### src/rtl/phs_pkg.sv
`timescale 1ns/1ps
package phs_pkg;

    localparam int unsigned NUM_UNITS = 2;

    typedef enum logic [1:0] {
        ST_IDLE   = 2'd0,
        ST_STEP   = 2'd1,
        ST_SETTLE = 2'd2
    } phs_state_e;

    // Decoded request from the two pulse inputs
    typedef struct packed {
        logic valid;
        logic raise;
    } phs_req_t;

    // Command driven to one phase-shift unit
    typedef struct packed {
        logic step;
        logic raise;
    } phs_cmd_t;

    // True when the active unit cannot move further in the requested direction
    function automatic logic edge_hit(input logic raise, input logic at_top, input logic at_bot);
        return raise ? at_top : at_bot;
    endfunction

    // Direction for a unit: active follows the request, standby opposes it
    function automatic logic unit_raise(input logic req_raise, input logic is_active);
        return is_active ? req_raise : ~req_raise;
    endfunction

endpackage

### src/rtl/phs_req_filter.sv
`timescale 1ns/1ps
module phs_req_filter
    import phs_pkg::*;
(
    input  logic     up_i,
    input  logic     down_i,
    input  logic     enable_i,
    output phs_req_t req_o
);

    always_comb begin
        req_o.valid = enable_i & (up_i ^ down_i);
        req_o.raise = up_i;
    end

endmodule

### src/rtl/phs_done_join.sv
`timescale 1ns/1ps
module phs_done_join #(
    parameter int unsigned N = 2
) (
    input  logic         clk,
    input  logic         rst,
    input  logic         arm_i,
    input  logic [N-1:0] done_i,
    output logic         all_done_o
);

    logic [N-1:0] seen_q;

    always_ff @(posedge clk) begin
        if (rst || arm_i) begin
            seen_q <= '0;
        end else begin
            seen_q <= seen_q | done_i;
        end
    end

    assign all_done_o = &(seen_q | done_i);

endmodule

### src/rtl/phs_settle_timer.sv
`timescale 1ns/1ps
module phs_settle_timer #(
    parameter int unsigned W = 8
) (
    input  logic         clk,
    input  logic         rst,
    input  logic         load_i,
    input  logic [W-1:0] len_i,
    output logic         expired_o
);

    logic [W-1:0] cnt_q;
    logic         run_q;

    always_ff @(posedge clk) begin
        if (rst) begin
            cnt_q <= '0;
            run_q <= 1'b0;
        end else if (load_i) begin
            cnt_q <= len_i;
            run_q <= 1'b1;
        end else if (run_q) begin
            if (cnt_q == '0) begin
                run_q <= 1'b0;
            end else begin
                cnt_q <= cnt_q - 1'b1;
            end
        end
    end

    assign expired_o = run_q && (cnt_q == '0);

endmodule

### src/rtl/phs_handover_ctrl.sv
`timescale 1ns/1ps
module phs_handover_ctrl
    import phs_pkg::*;
#(
    parameter int unsigned STEP_W   = 8,
    parameter int unsigned PHASE_W  = 16,
    parameter int unsigned SETTLE_W = 8
) (
    input  logic                      clk,
    input  logic                      rst,
    input  logic                      step_up_i,
    input  logic                      step_down_i,
    input  logic [SETTLE_W-1:0]       settle_len_i,
    output logic                      a_step_o,
    output logic                      a_raise_o,
    input  logic                      a_done_i,
    output logic                      b_step_o,
    output logic                      b_raise_o,
    input  logic                      b_done_i,
    output logic                      sel_o,
    output logic                      switch_o,
    output logic                      ready_o,
    output logic [STEP_W-1:0]         a_value_o,
    output logic [STEP_W-1:0]         b_value_o,
    output logic signed [PHASE_W-1:0] phase_o
);

    localparam logic [STEP_W-1:0]  VAL_MAX = {STEP_W{1'b1}};
    localparam logic [STEP_W-1:0]  VAL_MIN = '0;
    localparam logic [PHASE_W-1:0] PH_ONE  = PHASE_W'(1);

    phs_state_e          state_q;
    logic                sel_q;
    logic                switch_q;
    logic                pend_raise_q;
    logic [PHASE_W-1:0]  phase_q;
    logic [STEP_W-1:0]   val_q [NUM_UNITS];
    phs_cmd_t            cmd_q [NUM_UNITS];

    phs_req_t            req;
    logic                idle;
    logic                hit_limit;
    logic                issue;
    logic                handover;
    logic                commit;
    logic                all_done;
    logic                settle_done;
    logic [STEP_W-1:0]   act_val;
    logic [NUM_UNITS-1:0] done_vec;

    assign idle     = (state_q == ST_IDLE);
    assign done_vec = {b_done_i, a_done_i};
    assign act_val  = val_q[sel_q];

    phs_req_filter u_req (
        .up_i     (step_up_i),
        .down_i   (step_down_i),
        .enable_i (idle),
        .req_o    (req)
    );

    assign hit_limit = edge_hit(req.raise, act_val == VAL_MAX, act_val == VAL_MIN);
    assign issue     = req.valid && !hit_limit;
    assign handover  = req.valid && hit_limit;
    assign commit    = (state_q == ST_STEP) && all_done;

    phs_done_join #(.N(NUM_UNITS)) u_join (
        .clk        (clk),
        .rst        (rst),
        .arm_i      (issue),
        .done_i     (done_vec),
        .all_done_o (all_done)
    );

    phs_settle_timer #(.W(SETTLE_W)) u_settle (
        .clk       (clk),
        .rst       (rst),
        .load_i    (handover),
        .len_i     (settle_len_i),
        .expired_o (settle_done)
    );

    // Sequencing, clock select and phase accumulation
    always_ff @(posedge clk) begin
        if (rst) begin
            state_q      <= ST_IDLE;
            sel_q        <= 1'b0;
            switch_q     <= 1'b0;
            pend_raise_q <= 1'b0;
            phase_q      <= '0;
        end else begin
            switch_q <= 1'b0;
            unique case (state_q)
                ST_IDLE: begin
                    if (issue) begin
                        pend_raise_q <= req.raise;
                        state_q      <= ST_STEP;
                    end else if (handover) begin
                        sel_q    <= ~sel_q;
                        switch_q <= 1'b1;
                        phase_q  <= req.raise ? phase_q + PH_ONE : phase_q - PH_ONE;
                        state_q  <= ST_SETTLE;
                    end
                end
                ST_STEP: begin
                    if (commit) begin
                        phase_q <= pend_raise_q ? phase_q + PH_ONE : phase_q - PH_ONE;
                        state_q <= ST_IDLE;
                    end
                end
                ST_SETTLE: begin
                    if (settle_done) begin
                        state_q <= ST_IDLE;
                    end
                end
                default: state_q <= ST_IDLE;
            endcase
        end
    end

    // Per-unit step command and value tracking
    for (genvar u = 0; u < NUM_UNITS; u++) begin : g_unit
        logic is_act;
        assign is_act = (sel_q == 1'(u));

        always_ff @(posedge clk) begin
            if (rst) begin
                val_q[u] <= (u == 0) ? VAL_MIN : VAL_MAX;
                cmd_q[u] <= '0;
            end else begin
                cmd_q[u].step <= issue;
                if (issue) begin
                    cmd_q[u].raise <= unit_raise(req.raise, is_act);
                end
                if (commit) begin
                    val_q[u] <= unit_raise(pend_raise_q, is_act) ? val_q[u] + 1'b1
                                                                 : val_q[u] - 1'b1;
                end
            end
        end
    end

    assign a_step_o  = cmd_q[0].step;
    assign a_raise_o = cmd_q[0].raise;
    assign b_step_o  = cmd_q[1].step;
    assign b_raise_o = cmd_q[1].raise;
    assign sel_o     = sel_q;
    assign switch_o  = switch_q;
    assign ready_o   = idle;
    assign a_value_o = val_q[0];
    assign b_value_o = val_q[1];
    assign phase_o   = $signed(phase_q);

endmodule

### config.mk
export PLATFORM = sky130hd
export DESIGN_NAME = phs_handover_ctrl
export DESIGN_NICKNAME = d
export VERILOG_FILES = /design/src/rtl/phs_pkg.sv /design/src/rtl/phs_req_filter.sv /design/src/rtl/phs_done_join.sv /design/src/rtl/phs_settle_timer.sv /design/src/rtl/phs_handover_ctrl.sv
export SDC_FILE = /design/constraint.sdc
export NUM_CORES = 1
export LEC_CHECK = 0
export ABC_AREA = 0
export BUFFER_PORTS_ARGS = -buffer_cell sky130_fd_sc_hd__buf_4
export CAP_MARGIN = 15
export CORE_MARGIN = 5
export CORE_UTILIZATION = 30
export CTS_CLUSTER_DIAMETER = 30
export DETAILED_ROUTE_END_ITERATION = 16
export HOLD_SLACK_MARGIN = 0.02
export MAX_ROUTING_LAYER = met4
export PLACE_DENSITY = 0.46
export SETUP_SLACK_MARGIN = 0.5
export SYNTH_ARGS = -nofsm -noshare
export SYNTH_HDL_FRONTEND = slang
export SYNTH_SLANG_ARGS = --single-unit
### constraint.sdc
create_clock -name clk -period 3.35 [get_ports clk]
set_clock_uncertainty 0.1 [all_clocks]
set_input_delay 0.335 -clock clk [delete_from_list [all_inputs] [get_ports clk]]
set_output_delay 0.335 -clock clk [all_outputs]
set_load 0.1 [all_outputs]
==> results.py, run 1 <==
metrics = {
    "global_route": {
        "grt_use_met3_pct": 2.07,
        "grt_max_degree": 39,
        "grtUsageTotal_pct": 12.8,
        "top_usage_layer": "met2",
        "use_met2_pct": 21.4,
        "grt_pass1_wl_mm": 13.2,
        "grt_pass1_vias": 2711,
        "antenna_found_initial": 0,
        "grt_use_met1_pct": 16.3,
        "grt_overflow": 0,
    },
    "layout": {
        "drive_above_1_share_pct": 21.1,
        "num_antenna_cells": 0,
        "fill_cells": 1126,
        "area_delta_synth_final_pct": 18.1,
        "fin_nets": 430,
        "fin_area_mm2": 0.00382,
    },
    "timing": {
        "period_minus_slack_ps": 2760,
        "rsz0062_at_grt": "yes",
        "setup-violations-final": 0,
        "clock.fmax_ghz": 0.362,
        "tightest_slew_ps": 795,
        "drv_slew": 0,
        "maxSlewHeadroom_pct": 47.0,
        "tns_ps": 0,
        "finalCritPeriodShare_pct": 82.4,
        "finalHoldViolCount": 0,
    },
    "hold_path": {
        "min_path_cells": 3,
        "hp-class": "primary input to register",
        "worstHoldEndpoint": "u_join.seen_q[0]",
        "holdCritStartpoint": "a_done_i",
    },
    "power_and_ir_drop": {
        "peakVddDrop_mv": 0.175,
        "p_clk_share_pct": 21.3,
        "comb_power_share_pct": 36.4,
        "seqPwrFrac_pct": 42.3,
        "p_int_mw": 1.06,
        "p_per_area_mw_per_mm2": 467,
        "power_mw": 1.78,
        "p_sw_share_pct": 40.5,
        "p_sw_mw": 0.722,
        "p_leak_nw": 1.46,
    },
    "place": {
        "gp_congestion": 0.792,
        "dpl_cell_area_mm2": 0.00371,
        "port_buffers": 52,
        "dp_hpwl_mm": 5.76,
    },
    "worst_setup_path": {
        "crit_fanout": 6,
        "r2r_slack_ps": 590,
        "required_ps": 3320,
        "rr_worst_depth": 9,
        "start_kind": "register",
        "cp-end-kind": "register",
        "worstReg2RegStart": "pend_raise_q",
        "path_class": "register to register",
        "rr_endpoint": "val_q[1][7]",
        "cp-startpoint": "pend_raise_q",
        "arrival_ps": 2730,
    },
    "floorplanning": {
        "fp-row-count": 38,
        "die_h_um": 114,
        "core_mm2": 0.0107,
        "fp.dieArea_mm2": 0.0130,
        "initial_utilization_pct": 30.2,
        "fp.dieW_um": 114,
        "io_pins": 53,
    },
    "synthesis": {
        "synth_cells": 352,
        "synth_top_family_by_area": "simple AND/OR/NAND/NOR gates",
        "syn-num-nets": 384,
        "ys_seq_elements": 53,
        "ys_warn_count": 0,
        "asyncSetResetFlopFracSynth_pct": 0,
        "synthSimpleGateAreaFrac_pct": 25.1,
        "netlist_area_mm2": 0.00324,
        "synth_compound_area_share_pct": 13.8,
        "yosysSeqAreaShare_pct": 38.4,
        "synth-main-ff-cell": "dfxtp_1",
        "synth_edf_count": 18,
        "synthDistinctLibCells": 59,
        "muxShareOfSynthArea_pct": 0.967,
        "synth_fa_ha_area_share_pct": 7.42,
        "syn_avg_cell_area_um2": 9.19,
        "synth-xor-area-share_pct": 9.47,
    },
    "cts": {
        "clkTransAtPathRegs_ps": 110,
        "cts_made_buffers": 5,
        "tritoncts": "built",
        "cts_buffer_depth": 2,
        "worstSkewPairLatency_ps": 310,
        "cts_sinks": 53,
        "ctsHoldBuffers": 0,
        "h-tree-depth": 2,
        "root_buffer": "clkbuf_8",
    },
    "detailed_routing": {
        "drt_first_iter_violations": 56,
        "viasPerCell": 5.05,
        "num_vias": 2721,
        "drc": 0,
        "drt_wl_total_mm": 7.78,
        "wl_per_cell_um": 14.4,
        "ant_nets": 0,
        "drtPass1Iterations": 4,
    },
    "run_status": {
        "status": "finished, final reports clean",
    },
    "run": {
        "cap_violations": 0,
    },
}
what timing repair did:
| action | 4_1_cts | 5_1_grt |
|---|---|---|
| resized for setup | 2 | 1 |
| setup endpoints to repair | 2 | 3 |
| buffers inserted | 0 | 0 |
flip-flops by register name, summed over array words and instances (netlist names), named ones only:
name and count:
u_settle.cnt_q 8, cmd_q 4, pend_raise_q 1, phase_o 16
state_q 2, switch_o 1, u_join.seen_q 2, sel_o 1
val_q 16, u_settle.run_q 1
routing by layer:
metal	wire, µm	part of all wire (%)
met5	0	0
met4	80	1.0
met3	257	3.3
met2	3720	48
met1	3730	48
worst max-delay path, stage by stage, from the launching register on:
cell and delay [ps]:
dfxtp_1 390, xnor2_2 310, inv_1 190, ha_1 300, a21o_1 180, a21oi_1 210
o21ai_0 170, a2111oi_2 420, o21ai_0 150, o31a_1 110
final cells by class:
type	count	area (µm²)	area share [%]
flip-flops and latches	53	1240	32.6
well taps	140	175	4.58
multi-input cells	271	1860	48.6
clock buffers	5	68.8	1.80
clock inverters	3	20.0	0.524
inverters	13	48.8	1.28
repair buffers	54	405	10.6
cell usage after synthesis (2+ instances only):
cell / n / area share, %
nor2_1: 51 / 5.9
dfxtp_1: 35 / 22
xnor2_1: 22 / 6.0
edfxtp_1: 18 / 17
nand2_1: 18 / 2.1
ha_1: 16 / 6.2
nor3_1: 16 / 2.5
a21oi_1: 15 / 2.3
inv_1: 13 / 1.5
xor2_1: 13 / 3.5
nand4_1: 10 / 1.9
o21ai_0: 10 / 1.5
nand3_1: 9 / 1.4
a211oi_1: 8 / 1.9
nor4_1: 6 / 1.2
o22ai_1: 6 / 1.2
a22oi_1: 5 / 1.2
buf_6: 5 / 1.7
clkbuf_1: 5 / 0.58
or3_1: 5 / 0.97
and2_1: 4 / 0.77
nor3b_1: 4 / 0.93
a21o_1: 3 / 0.70
and3_1: 3 / 0.58
buf_2: 3 / 0.46
nand2b_1: 3 / 0.58
nor2b_1: 3 / 0.58
or2_2: 3 / 0.58
a2111oi_0: 2 / 0.54
a21boi_0: 2 / 0.46
fa_1: 2 / 1.2
mux2i_1: 2 / 0.62
nand2b_2: 2 / 0.54
nand4b_1: 2 / 0.54
o21bai_1: 2 / 0.46
or4_1: 2 / 0.46
or4_4: 2 / 0.70
metrics by stage:
step / hold slack, ps / util [%] / setup WS (ps) / cells
floorplan: 335 / - / 501 / 352
global placement: 349 / 34.7 / 457 / 531
detailed placement: 357 / 34.7 / 385 / 531
CTS: 129 / 35.7 / 533 / 539
global route: 145 / 35.7 / 412 / 539
finish: 139 / 35.7 / 589 / 539
cells in the final DEF (no fill, tap or decap), types with 8 or more instances in the layout:
| master | synthesis | routed |
|---|---|---|
| a211oi_1 | 8 | 8 |
| a21oi_1 | 15 | 15 |
| buf_4 | 1 | 54 |
| dfxtp_1 | 35 | 34 |
| edfxtp_1 | 18 | 18 |
| ha_1 | 16 | 16 |
| inv_1 | 13 | 13 |
| nand2_1 | 18 | 18 |
| nand3_1 | 9 | 9 |
| nand4_1 | 10 | 10 |
| nor2_1 | 51 | 51 |
| nor3_1 | 16 | 16 |
| o21ai_0 | 10 | 10 |
| xnor2_1 | 22 | 20 |
| xor2_1 | 13 | 13 |
worst max-delay path by stage:
stage / endpoint / slack, ps / cells past startpoint
final: val_q[1][7] / 590 / 9
after global routing: val_q[0][7] / 410 / 8
after CTS: val_q[1][7] / 530 / 9
after detailed placement: val_q[1][7] / 390 / 9
after global placement: val_q[1][7] / 460 / 9
after floorplan: phase_o[6] / 500 / 5
power groups by stage:
stage	Sequential, mW	Combinational, mW	Clock, mW
after detailed placement	0.768	0.648	0
after CTS	0.754	0.651	0.395
after global placement	0.768	0.643	0
after floorplan	0.955	0.331	0
after global routing	0.761	0.705	0.426
final	0.754	0.650	0.380
cells by family after synthesis:
logic type      after synthesis
simple gates                152
compound gates               63
flops                        53
xor+xnor                     35
buf+inv                      28
fa+ha+maj                    18
mux                           3
Power figures use the tool's default switching activity.
==> inputs of run 2 (changes only) <==
--- a/config.mk
+++ b/config.mk
@@ -5,7 +5,7 @@
 export SDC_FILE = /design/constraint.sdc
 export NUM_CORES = 1
 export LEC_CHECK = 0
-export ABC_AREA = 0
+export ABC_AREA = 1
 export BUFFER_PORTS_ARGS = -buffer_cell sky130_fd_sc_hd__buf_4
 export CAP_MARGIN = 15
 export CORE_MARGIN = 5
@@ -14,7 +14,7 @@
 export DETAILED_ROUTE_END_ITERATION = 16
 export HOLD_SLACK_MARGIN = 0.02
 export MAX_ROUTING_LAYER = met4
-export PLACE_DENSITY = 0.46
+export PLACE_DENSITY = 0.47
 export SETUP_SLACK_MARGIN = 0.5
 export SYNTH_ARGS = -nofsm -noshare
 export SYNTH_HDL_FRONTEND = slang
==> constraint.sdc (replaced) <==
create_clock -name clk -period 2.5 [get_ports clk]
set_clock_uncertainty 0.1 [all_clocks]
set_input_delay 0.25 -clock clk [delete_from_list [all_inputs] [get_ports clk]]
set_output_delay 0.25 -clock clk [all_outputs]
set_load 0.1 [all_outputs]
==> run 2 against run 1 <==
  * Die area increased by 18%
  * Power increased by 99%
  * Sequential power increased by 46%
  * Core utilization increased by 5.7 points
  * Fmax increased by 30%
  * Via count increased by 42%
  * Register-to-register slack got worse by 210 ps
  * Hold slack got worse by 62 ps
  * Cell area increased by 37%
  * Largest cell class unchanged
  * Largest power group is now combinational cells
==> results.py, run 2 <==
metrics = {
    "layout": {
        "layout.cells.non_filler": 857,
        "area_delta_synth_final_pct": 35.4,
        "fill_cells": 1361,
        "final_cell_mix": "174 x nand2_1, 84 x buf_4, 78 x nor2_1",
        "num_antenna_cells": 0,
        "final_common_cell": "nand2_1",
        "final_util_pct": 41.4,
        "drive_above_1_share_pct": 27.9,
        "fin_nets": 716,
    },
    "detailed_routing": {
        "ant_nets": 0,
        "wl_per_cell_um": 12.6,
        "num_vias": 3858,
        "drt_first_iter_violations": 261,
        "drt_wl_total_mm": 10.8,
        "drtPass1Iterations": 4,
        "drc": 0,
        "viasPerCell": 4.50,
    },
    "place": {
        "port_buffers": 52,
        "dp_slack_ps": 183,
        "gp_congestion": 0.831,
        "dp_hpwl_mm": 7.62,
        "placedCellCount": 817,
    },
    "synthesis": {
        "ys_seq_elements": 53,
        "syn-num-nets": 634,
        "synth-main-ff-cell": "dfxtp_1",
        "syn_avg_cell_area_um2": 6.44,
        "netlist_area_mm2": 0.00388,
        "synth_commonest_cells": "188 x nand2_1, 87 x nor2_1, 73 x inv_1, 55 x nand3_1, 35 x dfxtp_1",
        "yosys.area.top_type": "nand2_1",
        "asyncSetResetFlopFracSynth_pct": 0,
        "yosysMostFrequentCell": "nand2_1",
        "synth.top_cell.area_share_pct": 18.2,
        "synth_cells": 602,
        "ys_warn_count": 0,
        "synthDistinctLibCells": 32,
        "synthTopCellsByArea": "nand2_1 18%, dfxtp_1 18%, edfxtp_1 14%, nor2_1 8.4%, nand3_1 7.1%",
        "yosysSeqAreaShare_pct": 32.0,
        "synth_edf_count": 18,
    },
    "power_and_ir_drop": {
        "power_mw": 3.54,
        "p_leak_nw": 2.47,
        "peakVddDrop_mv": 0.267,
        "p_int_mw": 1.91,
        "p_sw_mw": 1.63,
        "seqPwrFrac_pct": 30.9,
        "p_per_area_mw_per_mm2": 675,
        "p_clk_share_pct": 19.8,
        "p_sw_share_pct": 46.0,
        "comb_power_share_pct": 49.3,
    },
    "cts": {
        "tritoncts": "built",
        "h-tree-depth": 2,
        "worstSkewPairLatency_ps": 310,
        "ctsHoldBuffers": 0,
        "cts_buffer_depth": 2,
        "root_buffer": "clkbuf_16",
        "cts_made_buffers": 5,
        "cts_sinks": 53,
        "clkTransAtPathRegs_ps": 70,
    },
    "run": {
        "cap_violations": 0,
    },
    "timing": {
        "tightest_slew_ps": 430,
        "finalCritPeriodShare_pct": 84.9,
        "tns_ps": 0,
        "rsz0062_at_grt": "yes",
        "period_minus_slack_ps": 2120,
        "drv_slew": 0,
        "maxSlewHeadroom_pct": 71.3,
        "finalHoldViolCount": 0,
        "setup-violations-final": 0,
        "final.setup.worst_slack_ps": 376,
        "clock.fmax_ghz": 0.471,
    },
    "floorplanning": {
        "fp-row-count": 41,
        "io_pins": 53,
        "initial_utilization_pct": 30.6,
        "fp.dieW_um": 124,
        "die_h_um": 124,
        "core_mm2": 0.0127,
        "fp.dieArea_mm2": 0.0153,
    },
    "worst_setup_path": {
        "crit_fanout": 7,
        "path_class": "register to register",
        "start_kind": "register",
        "arrival_ps": 2070,
        "cp-end-kind": "register",
        "required_ps": 2450,
    },
    "run_status": {
        "status": "finished, final reports clean",
    },
    "global_route": {
        "antenna_found_initial": 0,
        "grt_pass1_wl_mm": 17.3,
        "grt_pass1_vias": 3567,
        "grt_overflow": 0,
        "grtUsageTotal_pct": 14.9,
        "grt_max_degree": 29,
    },
    "hold_path": {
        "hp-class": "primary input to register",
    },
}
==> run 2: changes by cell type after synthesis, moves of 15 or more <==
cell	previous run	this run
nor2_1	51	87
xnor2_1	22	7
nand3_1	9	55
inv_1	13	73
nand2_1	18	188
o21ai_0	10	25
==> run 2: power groups by stage <==
| stage | clock network [mW] | registers, mW | logic [mW] |
|---|---|---|---|
| 6_report | 0.701 | 1.10 | 1.75 |
| 5_1_grt | 0.783 | 1.11 | 1.92 |
| 4_1_cts | 0.745 | 1.10 | 1.66 |
| 3_5_place_dp | 0 | 1.12 | 1.59 |
| 3_3_place_gp | 0 | 1.12 | 1.59 |
| 2_1_floorplan | 0 | 1.52 | 0.873 |
==> run 2: logic make-up (layout without fill, tap and decap cells) <==
kind of cell	count (synthesis)	count (layout)	share of synthesized area [%]
compound gates	58	58	8.20
xor+xnor	18	18	4.07
fa+ha+maj	18	18	6.20
buf+inv	92	175	10.1
flops	53	53	32.0
simple gates	363	363	39.4
==> run 2: cell type report <==
cell class / instances / area, µm² / share of cell area, %
clock buffer: 7 / 133 / 2.53
clock inverter: 1 / 5.00 / 0.0953
inverter: 74 / 305 / 5.82
multi-input combinational: 457 / 2540 / 48.4
sequential: 53 / 1260 / 24.0
tap: 172 / 215 / 4.10
timing repair buffer: 92 / 782 / 14.9
timing repair inverter: 1 / 8.76 / 0.167
==> run 2: per-layer routing <==
layer	vias to the layer above	wire length [µm]	track usage, %
met5	-	0	-
met4	0	46	4.01
met3	2	438	3.18
met2	56	5110	22.8
met1	1731	5210	19.9
li1	2069	-	-
==> run 2: stage by stage <==
stage | hold WS (ps) | area (µm²)
final | 77.3 | 5250
after global routing | 99.9 | 5250
after CTS | 66.5 | 4900
after detailed placement | 350 | 4590
after global placement | 345 | 4590
after floorplan | 291 | 4040
==> run 2: worst paths after layout <==
check / start / end / slack, ps / depth (start not counted)
max: sel_o / val_q[0][6] / 380 / 13
min reg2reg: u_join.seen_q[0] / u_join.seen_q[0] / 370 / 2
min: b_done_i / u_join.seen_q[1] / 80 / 3
max reg2reg: sel_o / val_q[0][6] / 380 / 13
==> run 2: timing repair <==
| action | in CTS | in global routing |
|---|---|---|
| endpoints found under the setup margin | 33 | 31 |
| pin swaps | 11 | 26 |
| gates cloned | 1 | 3 |
| gates resized for setup | 20 | 43 |
| buffers inserted | 10 | 18 |
==> run 2: worst max-delay path: stages (launching register included) <==
cell     delay, ps
dfxtp_4        390
inv_6           50
nand2_8         90
nand2_8         80
fa_2           400
nand2_2         80
inv_2           40
o21ai_2        130
nand2_2         70
nand2_1         60
nand2_1         60
a21oi_2        150
or2_4          130
a21oi_2         40
==> inputs of run 3 (changes only) <==
==> constraint.sdc (replaced) <==
create_clock -name clk -period 1.8 [get_ports clk]
set_clock_uncertainty 0.1 [all_clocks]
set_input_delay 0.18 -clock clk [delete_from_list [all_inputs] [get_ports clk]]
set_output_delay 0.18 -clock clk [all_outputs]
set_load 0.1 [all_outputs]
==> run 3 against run 2 <==
  * The run now ends with setup timing left
  * Clock power grew 78%
  * Critical path type unchanged
  * Via count increased by 9.0%
  * First-iteration DRC count shrank 24%
  * Die area stayed put
  * Largest cell class unchanged
  * Count of clock-buffer cells in the layout shrank 1
  * Worst setup slack got worse by 620 ps
  * Sequential share of layout area shrank 4.0 points
  * Sequential power grew 41%
  * Fmax increased by 3.8%
  * Combinational power rose by 63%
  * Cell area rose by 22%
  * Non-clock buffer count rose by 58
==> results.py, run 3 (synthesis gave the netlist of run 2 again) <==
metrics = {
    "run_status": {
        "status": "finished, violations left",
        "violations": "setup timing",
    },
    "layout": {
        "final_common_cell": "nand2_1",
        "fin_area_mm2": 0.00642,
        "drive_above_1_share_pct": 40.1,
        "fin_nets": 775,
        "num_antenna_cells": 0,
        "final_util_pct": 50.7,
        "area_delta_synth_final_pct": 65.5,
        "final_cell_mix": "166 x nand2_1, 73 x buf_4, 65 x nor2_1",
    },
    "timing": {
        "drv_slew": 0,
        "rsz0062_at_grt": "yes",
        "period_minus_slack_ps": 2050,
        "tightest_slew_ps": 643,
        "maxSlewHeadroom_pct": 57.1,
        "setup-violations-final": 45,
        "final.setup.worst_slack_ps": -245,
        "finalCritPeriodShare_pct": 114,
        "finalHoldViolCount": 0,
        "clock.fmax_ghz": 0.489,
    },
    "worst_setup_path": {
        "arrival_ps": 2010,
        "path_class": "register to register",
        "start_kind": "register",
        "cp-end-kind": "register",
        "crit_fanout": 3,
        "required_ps": 1770,
    },
    "cts": {
        "cts_buffer_depth": 2,
        "h-tree-depth": 2,
        "worstSkewPairLatency_ps": 310,
        "cts_made_buffers": 5,
        "clkTransAtPathRegs_ps": 80,
        "tritoncts": "built",
        "root_buffer": "clkbuf_16",
        "cts_sinks": 53,
    },
    "hold_path": {
        "hp-class": "primary input to register",
    },
    "detailed_routing": {
        "drc": 0,
        "wl_per_cell_um": 13.3,
        "drtPass1Iterations": 4,
        "num_vias": 4204,
        "ant_nets": 0,
        "drt_first_iter_violations": 199,
        "viasPerCell": 4.59,
        "drt_wl_total_mm": 12.2,
    },
    "place": {
        "dpl_cell_area_mm2": 0.00504,
        "port_buffers": 52,
        "gp_congestion": 0.873,
        "dp_hpwl_mm": 8.04,
    },
    "global_route": {
        "grt_max_degree": 29,
        "grt_pass1_vias": 4086,
        "grt_pass1_wl_mm": 19.5,
        "grt_overflow": 0,
        "antenna_found_initial": 0,
        "grtUsageTotal_pct": 16.5,
    },
    "floorplanning": {
        "initial_utilization_pct": 30.6,
        "fp.dieArea_mm2": 0.0153,
        "io_pins": 53,
        "fp-row-count": 41,
        "fp.dieW_um": 124,
        "die_h_um": 124,
        "core_mm2": 0.0127,
    },
    "power_and_ir_drop": {
        "p_per_area_mw_per_mm2": 879,
        "peakVddDrop_mv": 0.439,
        "p_leak_nw": 2.95,
    },
    "run": {
        "cap_violations": 0,
    },
}
run 3: cell types whose count changed in the layout (fill, tap and decap cells not counted), sizes merged:
cell and change:
clkinv -1, inv -1, bufinv +1, nand2 +2, clkinvlp +1, buf +55
dlygate4sd3 +2
run 3: path summary, 6_finish.rpt:
kind                                        start                end  slack [ps]  depth (start not counted)
worst max register to register        val_q[0][0]        val_q[0][6]        -250                         11
worst min-delay path              settle_len_i[2]  u_settle.cnt_q[2]          30                          3
worst min register to register  u_settle.cnt_q[5]  u_settle.cnt_q[5]         420                          2
worst max-delay path                  val_q[0][0]        val_q[0][6]        -250                         11
run 3: critical path: stages (launching register included):
cell	delay, ps
edfxtp_1	450
buf_4	170
fa_2	340
nand2_2	70
inv_2	40
o21ai_2	120
nand2_1	80
nand2_1	60
nand2_1	60
a21oi_2	150
or2_4	130
a21oi_2	40
run 3: metrics by stage:
step	setup slack, ps	TNS [ps]	cells	power, mW	hold slack (ps)
after floorplan	-602	-19240	602	3.34	220
after global placement	-280	-3190	870	3.94	326
after detailed placement	-321	-3730	870	3.96	326
after CTS	-190	-5070	897	5.51	24.5
after global routing	-342	-10610	916	6.01	25.5
final	-245	-6370	916	5.64	34.9
run 3: layout make-up:
class	instances	area, µm²
clock inverter	2	38.8
fill	1261	6250
timing repair buffer	150	1700
sequential	53	1280
multi-input combinational	459	2740
clock buffer	6	150
tap	172	215
inverter	74	292
run 3: metal layers:
layer / track usage, % / part of all wire [%]
met1: 20.8 / 46
met2: 27.4 / 48
met3: 2.95 / 3.6
met4: 4.36 / 1.9
met5: - / 0
run 3: where the power goes:
group          switching (mW)  leakage (nW)  internal (mW)  total, mW
clock network           0.500        0.0926          0.748       1.25
registers               0.190         0.459           1.36       1.55
logic                    1.75          2.40           1.09       2.85
total                    2.44          2.95           3.20       5.64
run 3: what timing repair did:
item	CTS	global route
setup endpoints to repair	102	92
setup buffers	14	16
resized for setup	125	99
hold buffers	2	0
pin swaps	19	30
endpoints found under the hold margin	2	0
cloned	3	3
